==> config.mk <==
export PLATFORM = sky130hd
export DESIGN_NAME = ext_addr_hold_ctrl
export DESIGN_NICKNAME = d
export VERILOG_FILES = /design/src/rtl/ext_addr_hold_ctrl.sv
export SDC_FILE = /design/constraint.sdc
export NUM_CORES = 1
export LEC_CHECK = 0
export BUFFER_PORTS_ARGS = -buffer_cell sky130_fd_sc_hd__buf_2
export CAP_MARGIN = 0
export CORE_MARGIN = 5
export CORE_UTILIZATION = 35
export CTS_CLUSTER_DIAMETER = 120
export DETAILED_ROUTE_END_ITERATION = 10
export GPL_TIMING_DRIVEN = 0
export HOLD_SLACK_MARGIN = 0.1
export PLACE_DENSITY_LB_ADDON = 0.05
export SETUP_SLACK_MARGIN = 0.05
export SLEW_MARGIN = 20
export SYNTH_ARGS = -nofsm -noshare
export SYNTH_HDL_FRONTEND = slang
export SYNTH_SLANG_ARGS = --single-unit
==> constraint.sdc <==
create_clock -name clk -period 1.9 [get_ports clk]
set_input_delay 0.38 -clock clk [delete_from_list [all_inputs] [get_ports clk]]
set_output_delay 0.38 -clock clk [all_outputs]
set_load 0.05 [all_outputs]
==> src/rtl/ext_addr_hold_ctrl.sv <==
module ext_addr_hold_ctrl #(
  parameter int AW = 24,
  parameter int DW = 16,
  parameter logic [AW-1:0] REF_ADDR = 24'h000400
) (
  input  logic          clk,
  input  logic          rst_n,
  input  logic          mode_we,
  input  logic          mode_in,
  input  logic          req_valid,
  input  logic          req_ext,
  input  logic          req_write,
  input  logic          req_word,
  input  logic          req_bus8,
  input  logic [AW-1:0] req_addr,
  input  logic [DW-1:0] req_wdata,
  output logic          req_ready,
  output logic [DW-1:0] req_rdata,
  input  logic          refresh_req,
  output logic          refresh_cyc,
  output logic [AW-1:0] ext_addr,
  output logic          ext_rd_n,
  output logic          ext_wr_n,
  output logic [DW-1:0] ext_dout,
  input  logic [DW-1:0] ext_din
);
  localparam int BW = DW / 2;

  typedef enum logic [2:0] {S_IDLE, S_INT, S_ADR, S_STB, S_REF} st_t;

  st_t           st;
  logic          hold_q;
  logic [AW-1:0] lat_addr;
  logic [DW-1:0] lat_wdata;
  logic          lat_wr, lat_word, lat_split, half2;
  logic [BW-1:0] hi_byte;
  logic          strobe, last;

  always_ff @(posedge clk or negedge rst_n) begin
    if (!rst_n) begin
      st        <= S_IDLE;
      hold_q    <= 1'b0;
      lat_addr  <= '0;
      lat_wdata <= '0;
      lat_wr    <= 1'b0;
      lat_word  <= 1'b0;
      lat_split <= 1'b0;
      half2     <= 1'b0;
      hi_byte   <= '0;
      ext_addr  <= '0;
    end else begin
      if (mode_we) hold_q <= mode_in;
      case (st)
        S_IDLE: begin
          if (refresh_req) begin
            st <= S_REF;
            if (!hold_q) ext_addr <= REF_ADDR;
          end else if (req_valid) begin
            lat_addr  <= req_addr;
            lat_wdata <= req_wdata;
            lat_wr    <= req_write;
            lat_word  <= req_word;
            lat_split <= req_word && req_bus8;
            half2     <= 1'b0;
            if (req_ext) begin
              st <= S_ADR;
              ext_addr <= (req_word && req_bus8) ? {req_addr[AW-1:1], 1'b0} : req_addr;
            end else begin
              st <= S_INT;
              if (!hold_q) ext_addr <= req_addr;
            end
          end
        end
        S_ADR: st <= S_STB;
        S_STB: begin
          if (lat_split && !half2) begin
            half2    <= 1'b1;
            hi_byte  <= ext_din[BW-1:0];
            ext_addr <= {lat_addr[AW-1:1], 1'b1};
            st       <= S_ADR;
          end else begin
            st <= S_IDLE;
          end
        end
        default: st <= S_IDLE;
      endcase
    end
  end

  assign strobe      = (st == S_STB);
  assign last        = strobe && !(lat_split && !half2);
  assign ext_rd_n    = !(strobe && !lat_wr);
  assign ext_wr_n    = !(strobe && lat_wr);
  assign req_ready   = (st == S_INT) || last;
  assign refresh_cyc = (st == S_REF);

  assign ext_dout = lat_split ? {{BW{1'b0}}, (half2 ? lat_wdata[BW-1:0] : lat_wdata[DW-1:BW])}
                  : lat_word  ? lat_wdata
                  :             {{BW{1'b0}}, lat_wdata[BW-1:0]};

  assign req_rdata = (st != S_STB) ? '0
                   : lat_split ? {hi_byte, ext_din[BW-1:0]}
                   : lat_word  ? ext_din
                   :             {{BW{1'b0}}, ext_din[BW-1:0]};

  assert_reset_state_R1: assert property (@(posedge clk) disable iff (!rst_n)
    $rose(rst_n) |-> (ext_addr == '0 && !hold_q && ext_rd_n && ext_wr_n && !req_ready));

  assert_strobe_excl_R3: assert property (@(posedge clk) disable iff (!rst_n)
    !(!ext_rd_n && !ext_wr_n));

  assert_addr_steady_strobe_R3: assert property (@(posedge clk) disable iff (!rst_n)
    (!ext_rd_n || !ext_wr_n) |-> $stable(ext_addr));

  assert_hold_internal_R5: assert property (@(posedge clk) disable iff (!rst_n)
    (hold_q && $past(hold_q) && (st == S_INT || st == S_REF)) |-> $stable(ext_addr));

  assert_hold_moves_on_ext_R5: assert property (@(posedge clk) disable iff (!rst_n)
    (hold_q && $past(hold_q) && !$stable(ext_addr)) |-> (st == S_ADR));

  assert_single_ready_R7: assert property (@(posedge clk) disable iff (!rst_n)
    req_ready |=> !req_ready);

  assert_refresh_boundary_R8: assert property (@(posedge clk) disable iff (!rst_n)
    refresh_cyc |-> $past(st == S_IDLE));
endmodule

==> results.txt, run 1 <==
The flow ran to the end, but the final reports show violations. The final reports fail on negative setup slack. The critical path goes through and3b_2 > buf_6 > buf_6 > and2_4 > buf_8. In this run the power density over the cells is roughly 1700 nW/µm². The post-layout net count is about 560.

After detailed routing, the number of vias per cell comes to 4.64. The total die area is roughly 13000 µm². Synthesis produced a netlist with a net count of between 300 and 400.

The number of synthesized register bits came out at between 70 and 80. The placed instances occupy a cell area of about 4600 µm². Setup violations remaining at the end of the flow were counted as 17. The final critical-path share of the clock period is 105%.

Across every metal layer, demand over resource in global routing totals between 15 and 20%. The data arrival at the endpoint of the critical path came out at roughly 1.6 ns. The layout has about 990 filler cells. Synthesis produced a netlist whose cell count is 329. The antenna cell count came out at 0.

between 100 and 150 I/O pins were placed. The worst-case headroom to the max-slew limit is approximately three fifths. TritonCTS built the clock tree. The setup slack after placement came out at -0.382 ns. The final layout contains routed wiring with a total length of a little over 10000 µm. The total length of routed met3 wires is 542 µm. The sum of internal, switching and leakage power is about 0.0091 W. During synthesis, Yosys emitted a total of 0 warnings. The hold violation count in the final report is 0. The clock input transition at the sequential cells of the worst setup and hold paths came out at around 0.080 ns. The effective utilization at floorplan came out at a little over a third. Compared with the post-synthesis result, the final layout area differs by 45.2%. The startpoint class of the critical path is a flip-flop.

In this run the mean area of a mapped cell was 11.4 µm². The number of clock buffers added by TritonCTS is 9. Summed over all nets, wire length on met2 after detailed routing comes to around 4800 µm.

The worst clock skew is 0.00894 ns. The final instance area is ~5400 µm². The final weighted congestion in routability-driven placement is ~0.69. The number of antenna violations at the first check in global routing is 0.

The length of routed wiring on met1 came out at ~4700 µm. The final-layout setup total negative slack is -1.08 ns. Summed over all cells, the static leakage comes to between 2 and 3 nW. Setup slack on the critical path of the routed design comes to -0.0970 ns. The height of the chip is roughly 110 µm. The TritonCTS sink count is between 70 and 80. The worst-case clock buffer depth came out at 2. The core area came out at around 10000 µm². After detailed routing, no signal wire sits above met4. The final antenna-violating net count came out at 0. After detailed routing, the average wire length per cell comes to between 15 and 20 µm. The H-tree was split into 3 levels. For the pin with the worst max-slew slack, the measured transition is roughly 0.62 ns. The number of global-route vias before repair is about 3100. The site row count is 37. The peak clock frequency supported by timing came out at 501 MHz. The latest clock arrival within the worst-skew pair is ~0.35 ns.

After synthesis, the cell types taking the most area are sky130_fd_sc_hd__dfrtp_1 (53%), sky130_fd_sc_hd__mux2_1 (12%), sky130_fd_sc_hd__mux2i_1 (5.9%), sky130_fd_sc_hd__nor3b_1 (4.6%), sky130_fd_sc_hd__mux2_2 (3.6%). The data required time at the worst endpoint is between 1.5 and 2 ns. For this design, the slowest cell found on the critical path is sky130_fd_sc_hd__dfrtp_2. The top cell type by area accounts for about 53% of the synthesized area. The critical path class is flip-flop to primary output.

The total half-perimeter wirelength after legalization and detailed placement came out at 6770 µm. sky130_fd_sc_hd__dfrtp_1 takes more of the synthesized area than any other cell. The number of DRC markers after the initial detailed-route iteration is about 100. The fraction of final layout cells with drive strength greater than 1 is 47.3%. The DRC violation count after routing is 0.

The final critical path time including I/O delays and setup is around 2 ns. The total overflow reported by the global router came out at 0. The number of vias in the routed layout is 2930. STA classifies the critical path endpoint as a primary output. Setup repair after global routing could not meet its margin everywhere. The number of buffers inserted by port buffering came out at approximately 120. The final number of max-transition violations is 0. Among the stages of the critical path, the cell type that occurs most often is sky130_fd_sc_hd__buf_6. The peak fanout along the critical path is 7. Summing every instance area after synthesis gives about 3700 µm². The worst hold path belongs to the class input pin to flip-flop. The distinct cell type count after synthesis came out at 30. The share of the Yosys chip area taken by registers is a little over half.

The clock root buffer master is sky130_fd_sc_hd__clkbuf_8. The highest ir drop seen on vdd is between 1 and 1.5 mV. The reported max-cap violation count came out at 0. The first global-routing pass estimated 16100 µm of wire. Entering global routing, the biggest net connects 47 pins. The largest single stage delay on the critical path is about 0.45 ns. The total iterations of the first detailed-routing run is 4. Measured along the x axis, the die boundary spans about 110 µm.
[cell usage in the layout, fill, tap and decap left out, drive strengths merged]
master	n
and2	17
buf	166
nand2	32
nor3b	23
dlygate4sd3	1
clkinvlp	1
clkinv	3
a211oi	1
nor2	9
nand2b	3
a21oi	26
inv	23
a22oi	8
nand3b	1
nor2b	4
and3b	1
o21a	2
mux2i	22
mux2	52
o21ai	4
dfrtp	79
clkbuf	15
nor3	2
[area by class of cell]
| cell class | instances | area (µm²) | area share [%] |
|---|---|---|---|
| Buffer | 20 | 194 | 3.57 |
| Clock buffer | 12 | 135 | 2.48 |
| Clock inverter | 4 | 22.5 | 0.414 |
| Inverter | 23 | 86.3 | 1.59 |
| Multi-Input combinational cell | 207 | 1700 | 31.3 |
| Sequential cell | 79 | 1980 | 36.4 |
| Tap cell | 136 | 170 | 3.13 |
| Timing Repair Buffer | 150 | 1150 | 21.1 |
[metal layers]
metal / GRT usage, % / vias up
li1: - / 1434
met1: 20.9 / 1417
met4: 6.49 / 0
met5: 0 / -
met2: 25.9 / 70
met3: 3.61 / 9
[worst max-delay path, delay by kind of cell (launching register included)]
| kind | cells | cell delay (ns) |
|---|---|---|
| AND/OR/NAND/NOR | 2 | 0.42 |
| buffers and inverters | 3 | 0.40 |
| flip-flops | 1 | 0.45 |
[cell families after synthesis]
family / Yosys count / share of synthesized area, %
DFF: 79 / 52.8
buffers and inverters: 43 / 5.18
muxes: 74 / 21.5
and+or+nand+nor: 92 / 14.0
AOI/OAI and AO/OA: 41 / 6.52
[cells in the mapped netlist (all sizes together)]
cell,n
and3b,1
dfrtp,79
nand3b,1
a21oi,26
o21a,2
nand2b,3
mux2,52
clkbuf,5
nor3b,23
nand2,32
nor2b,4
o21ai,4
inv,23
and2,17
nor3,2
buf,15
nor2,9
a211oi,1
a22oi,8
mux2i,22
[through the flow]
step,util [%],hold WS [ns],cells
2_1_floorplan,-,0.0844,329
3_3_place_gp,44.0,0.468,589
3_5_place_dp,44.3,0.451,590
4_1_cts,51.1,0.212,625
5_1_grt,52.4,0.220,631
6_report,52.4,0.236,631
[registers in the layout, summed over array words and instances, names as in the netlist]
signal     count
lat_word       1
hold_q         1
hi_byte        8
lat_split      1
lat_addr      23
lat_wdata     16
lat_wr         1
ext_addr      24
st             3
half2          1
[report_power, final]
| part | internal, W | switching, W |
|---|---|---|
| Sequential | 0.00243 | 0.000412 |
| Clock | 0.000470 | 0.000618 |
| Combinational | 0.00212 | 0.00303 |
[worst paths after layout]
kind | startpoint | to | slack [ns] | cells past startpoint
worst max-delay path | st[2]$_DFFE_PN0P_ | req_rdata[6] | -0.1 | 5
worst min-delay path | req_wdata[4] | lat_wdata[4]$_DFFE_PN0P_ | 0.24 | 2
worst max register to register | st[0]$_DFFE_PN0P_ | lat_word$_DFFE_PN0P_ | 0.10 | 6
worst min register to register | lat_wdata[4]$_DFFE_PN0P_ | lat_wdata[4]$_DFFE_PN0P_ | 0.49 | 1
max in group asynchronous | rst_n | ext_addr[21]$_DFFE_PN0P_ | 0.71 | 3
min in group asynchronous | rst_n | ext_addr[8]$_DFFE_PN0P_ | 0.59 | 2
[what timing repair did]
action / CTS / global route
pin swaps: 12 / 7
cloned: 2 / 2
endpoints found under the setup margin: 35 / 72
endpoints found under the hold margin: 45 / 0
hold buffers: 1 / 0
setup buffers: 16 / 5
gates resized for setup: 128 / 30
Power figures use the tool's default switching activity.
==> run 2, diff against run 1 <==
- CTS_BUF_LIST: not set -> sky130_fd_sc_hd__clkbuf_8
==> run 2 against run 1 <==
Effect of this change: the run still ends with negative setup slack left; sequential share of layout area unchanged; critical path depth unchanged; clock-buffer cell count down 3; routed wire length about the same; power down 0.14%; utilization unchanged; sequential power about the same; clock power about the same; critical endpoint unchanged; largest cell class unchanged; largest power group unchanged.
==> results.txt, run 2 (synthesis gave the netlist of run 1 again) <==
The number of cells in the finished layout apart from fillers came out at 631 (unchanged). The sum of internal, switching and leakage power was 0.00907 W (-0.14%). The leakage power summed over all cells was 2.70 nW (+0.46%). The total routed wirelength came out at 10200 µm (about the same). The worst-case clock buffer depth is 2 (unchanged). The fraction of final layout cells with drive strength greater than 1 came to 47.3% (unchanged). The number of buffers inserted by port buffering came out at 124 (unchanged). The run finished, with violations left. The final antenna-violating net count is 0 (unchanged). The power density over the cells is 1670 nW/µm² (-0.14%).

The final reports fail on negative setup slack. The routed wire length per instance came out at 16.2 µm (about the same). TritonCTS built the clock tree. The latest clock arrival within the worst-skew pair came out at 0.35 ns (about the same). The maximum number of pins on one net before global-route repair came out at 47 (unchanged). The core area came out at 10400 µm² (unchanged).

The final critical-path share of the clock period is 105% (+0.13 points). The cell internal power dissipation came out at 0.00501 W (-0.32%). The number of global-route vias before repair is 3146 (unchanged).

The final critical path time including I/O delays and setup is 2.00 ns (+0.00252 ns). The peak clock frequency supported by timing was 500 MHz (-0.13%). The element type at the critical path end is a primary output.

The number of vias in the routed layout came out at 2929 (-0.034%). The layout overhead on the synthesized area came to 45.2% (unchanged). The register with the most flip-flops in the final layout is ext_addr. The height of the chip came to 113 µm (unchanged). In the final layout, the registers with the most flip-flops are ext_addr (24), lat_addr (23), lat_wdata (16).

The setup slack of the critical path after layout is -0.0996 ns (-0.00252 ns). The worst-case headroom to the max-slew limit came to 58.4% (about the same). The final weighted congestion in routability-driven placement came out at 0.695 (unchanged). The highest ir drop seen on vdd was 1.49 mV (about the same). The final number of max-transition violations was 0 (unchanged). The total placed instance area came out at 4590 µm² (unchanged). The CTS H-tree depth was 3 (unchanged). The horizontal extent of the die is 113 µm (unchanged). The critical path is of the flip-flop to primary output type.

The share of the core filled with cells in the final layout is 52.4% (unchanged). The TritonCTS buffer count came out at 9 (unchanged). Setup repair after global routing could not meet its margin everywhere.

The global-route wire length before repair came out at 16100 µm (unchanged). The number of placed instances, taps included came out at 590 (unchanged). The startpoint class of the critical path is a flip-flop. The tree is rooted in a sky130_fd_sc_hd__clkbuf_8. The total iterations of the first detailed-routing run came out at 4 (unchanged). The total half-perimeter wirelength after legalization and detailed placement was 6770 µm (unchanged).

The post-layout net count came to 556 (unchanged). The hold violation count in the final report is 0 (unchanged). The clock input transition at the sequential cells of the worst setup and hold paths came out at 0.08 ns (about the same). The worst hold path belongs to the class input pin to flip-flop. The data required time at the worst endpoint came to 1.52 ns (about the same). The fraction of power consumed by combinational cells came to 56.8% (about the same).

The DRC violation count after routing is 0 (unchanged). The effective utilization at floorplan came to 36.1% (unchanged). The library cells used most frequently in the layout, excluding fill and tap cells, are sky130_fd_sc_hd__buf_2 (91), sky130_fd_sc_hd__dfrtp_1 (76), sky130_fd_sc_hd__mux2_1 (40). The final setup violation count is 18 (+1).

The worst-margin pin slew is 0.625 ns (+0.00000697 ns). The data arrival at the endpoint of the critical path is 1.62 ns (about the same). The share of total power in the clock network is 11.9% (about the same).

The number of antenna violations at the first check in global routing came out at 0 (unchanged). Leaving out fill and tap cells, the most frequent cell in the layout is sky130_fd_sc_hd__buf_2. The site row count came out at 37 (unchanged). The peak fanout along the critical path came out at 7 (unchanged). The antenna cell count came to 0 (unchanged). The net switching fraction of the power is 44.8% (+0.10 points). The overall global routing resource usage came out at 16.1% (unchanged).

The total overflow reported by the global router came out at 0 (unchanged). The reported max-cap violation count is 0 (unchanged). The fraction of power consumed by sequential logic is 31.4% (about the same). The post-detailed-route via-to-cell ratio is 4.64 (about the same). The number of DRC markers after the initial detailed-route iteration came out at 101 (unchanged). The flip-flop count of the largest register after layout is 24 (unchanged). The total die area came out at 12900 µm² (unchanged). The count of pins on the block boundary came to 126 (unchanged). The TritonCTS sink count came out at 79 (unchanged). The switching power summed over all nets is 0.00406 W (about the same). The final instance area is 5440 µm² (unchanged). The number of fillers in the final layout is 991 (unchanged).

The worst clock skew is 0.0107 ns (+0.00178 ns).
==> run 2: cell count changes in the layout (fill, tap and decap cells not counted) <==
| cell | change |
|---|---|
| sky130_fd_sc_hd__clkbuf_1 | -3 |
| sky130_fd_sc_hd__inv_1 | +3 |
==> run 2: power groups by stage <==
| stage | sequential, W | clock, W | combinational (W) |
|---|---|---|---|
| floorplan | 0.00351 | 0 | 0.00246 |
| global placement | 0.00286 | 0 | 0.00406 |
| detailed placement | 0.00289 | 0 | 0.00410 |
| CTS | 0.00284 | 0.00113 | 0.00495 |
| global route | 0.00295 | 0.00120 | 0.00549 |
| finish | 0.00285 | 0.00108 | 0.00515 |
==> run 2: cell type report <==
class | count | area, µm² | share of cell area [%]
multi-input cells | 207 | 1700 | 31.3
inverters | 23 | 86.3 | 1.59
clock inverters | 7 | 33.8 | 0.621
well taps | 136 | 170 | 3.13
plain buffers | 20 | 194 | 3.57
clock buffers | 9 | 124 | 2.28
flip-flops and latches | 79 | 1980 | 36.4
repair buffers | 150 | 1150 | 21.1
==> run 2: path summary, 6_finish.rpt <==
kind,startpoint,endpoint,slack (ns),cells past startpoint
setup / recovery,st[2]$_DFFE_PN0P_,req_rdata[6],-0.1,5
hold / removal,req_wdata[5],lat_wdata[5]$_DFFE_PN0P_,0.24,2
setup reg to reg,st[0]$_DFFE_PN0P_,lat_word$_DFFE_PN0P_,0.10,6
hold reg to reg,lat_wdata[4]$_DFFE_PN0P_,lat_wdata[4]$_DFFE_PN0P_,0.49,1
max in group asynchronous,rst_n,ext_addr[21]$_DFFE_PN0P_,0.71,3
min in group asynchronous,rst_n,ext_addr[8]$_DFFE_PN0P_,0.59,2
==> run 2: critical path: stages, from the launching register on <==
cell and delay (ns):
sky130_fd_sc_hd__dfrtp_2 0.45, sky130_fd_sc_hd__and3b_2 0.27, sky130_fd_sc_hd__buf_6 0.12, sky130_fd_sc_hd__buf_6 0.14, sky130_fd_sc_hd__and2_4 0.15, sky130_fd_sc_hd__buf_8 0.14
==> run 2: what timing repair did <==
item	in CTS	in global routing
endpoints found under the hold margin	45	0
gates cloned	2	2
endpoints found under the setup margin	35	72
pin swaps	12	7
hold buffers	1	0
setup buffers	16	5
resized for setup	128	30
==> run 2: through the flow <==
stage | setup TNS [ns] | worst slack [ns] | hold slack [ns]
2_1_floorplan | 0 | 0.00178 | 0.0844
3_5_place_dp | -5.58 | -0.382 | 0.451
6_report | -1.12 | -0.0996 | 0.236
3_3_place_gp | -26.51 | -0.357 | 0.468
4_1_cts | -1.72 | -0.119 | 0.212
5_1_grt | -2.57 | -0.151 | 0.220
==> run 2: layer usage <==
metal  GRT usage (%)  up-vias  share of wire [%]
met3            3.61        9                5.3
met4            6.49        0                1.5
met5               0        -                  0
met1            20.9     1416                 46
met2            25.9       70                 47
li1                -     1434                  -
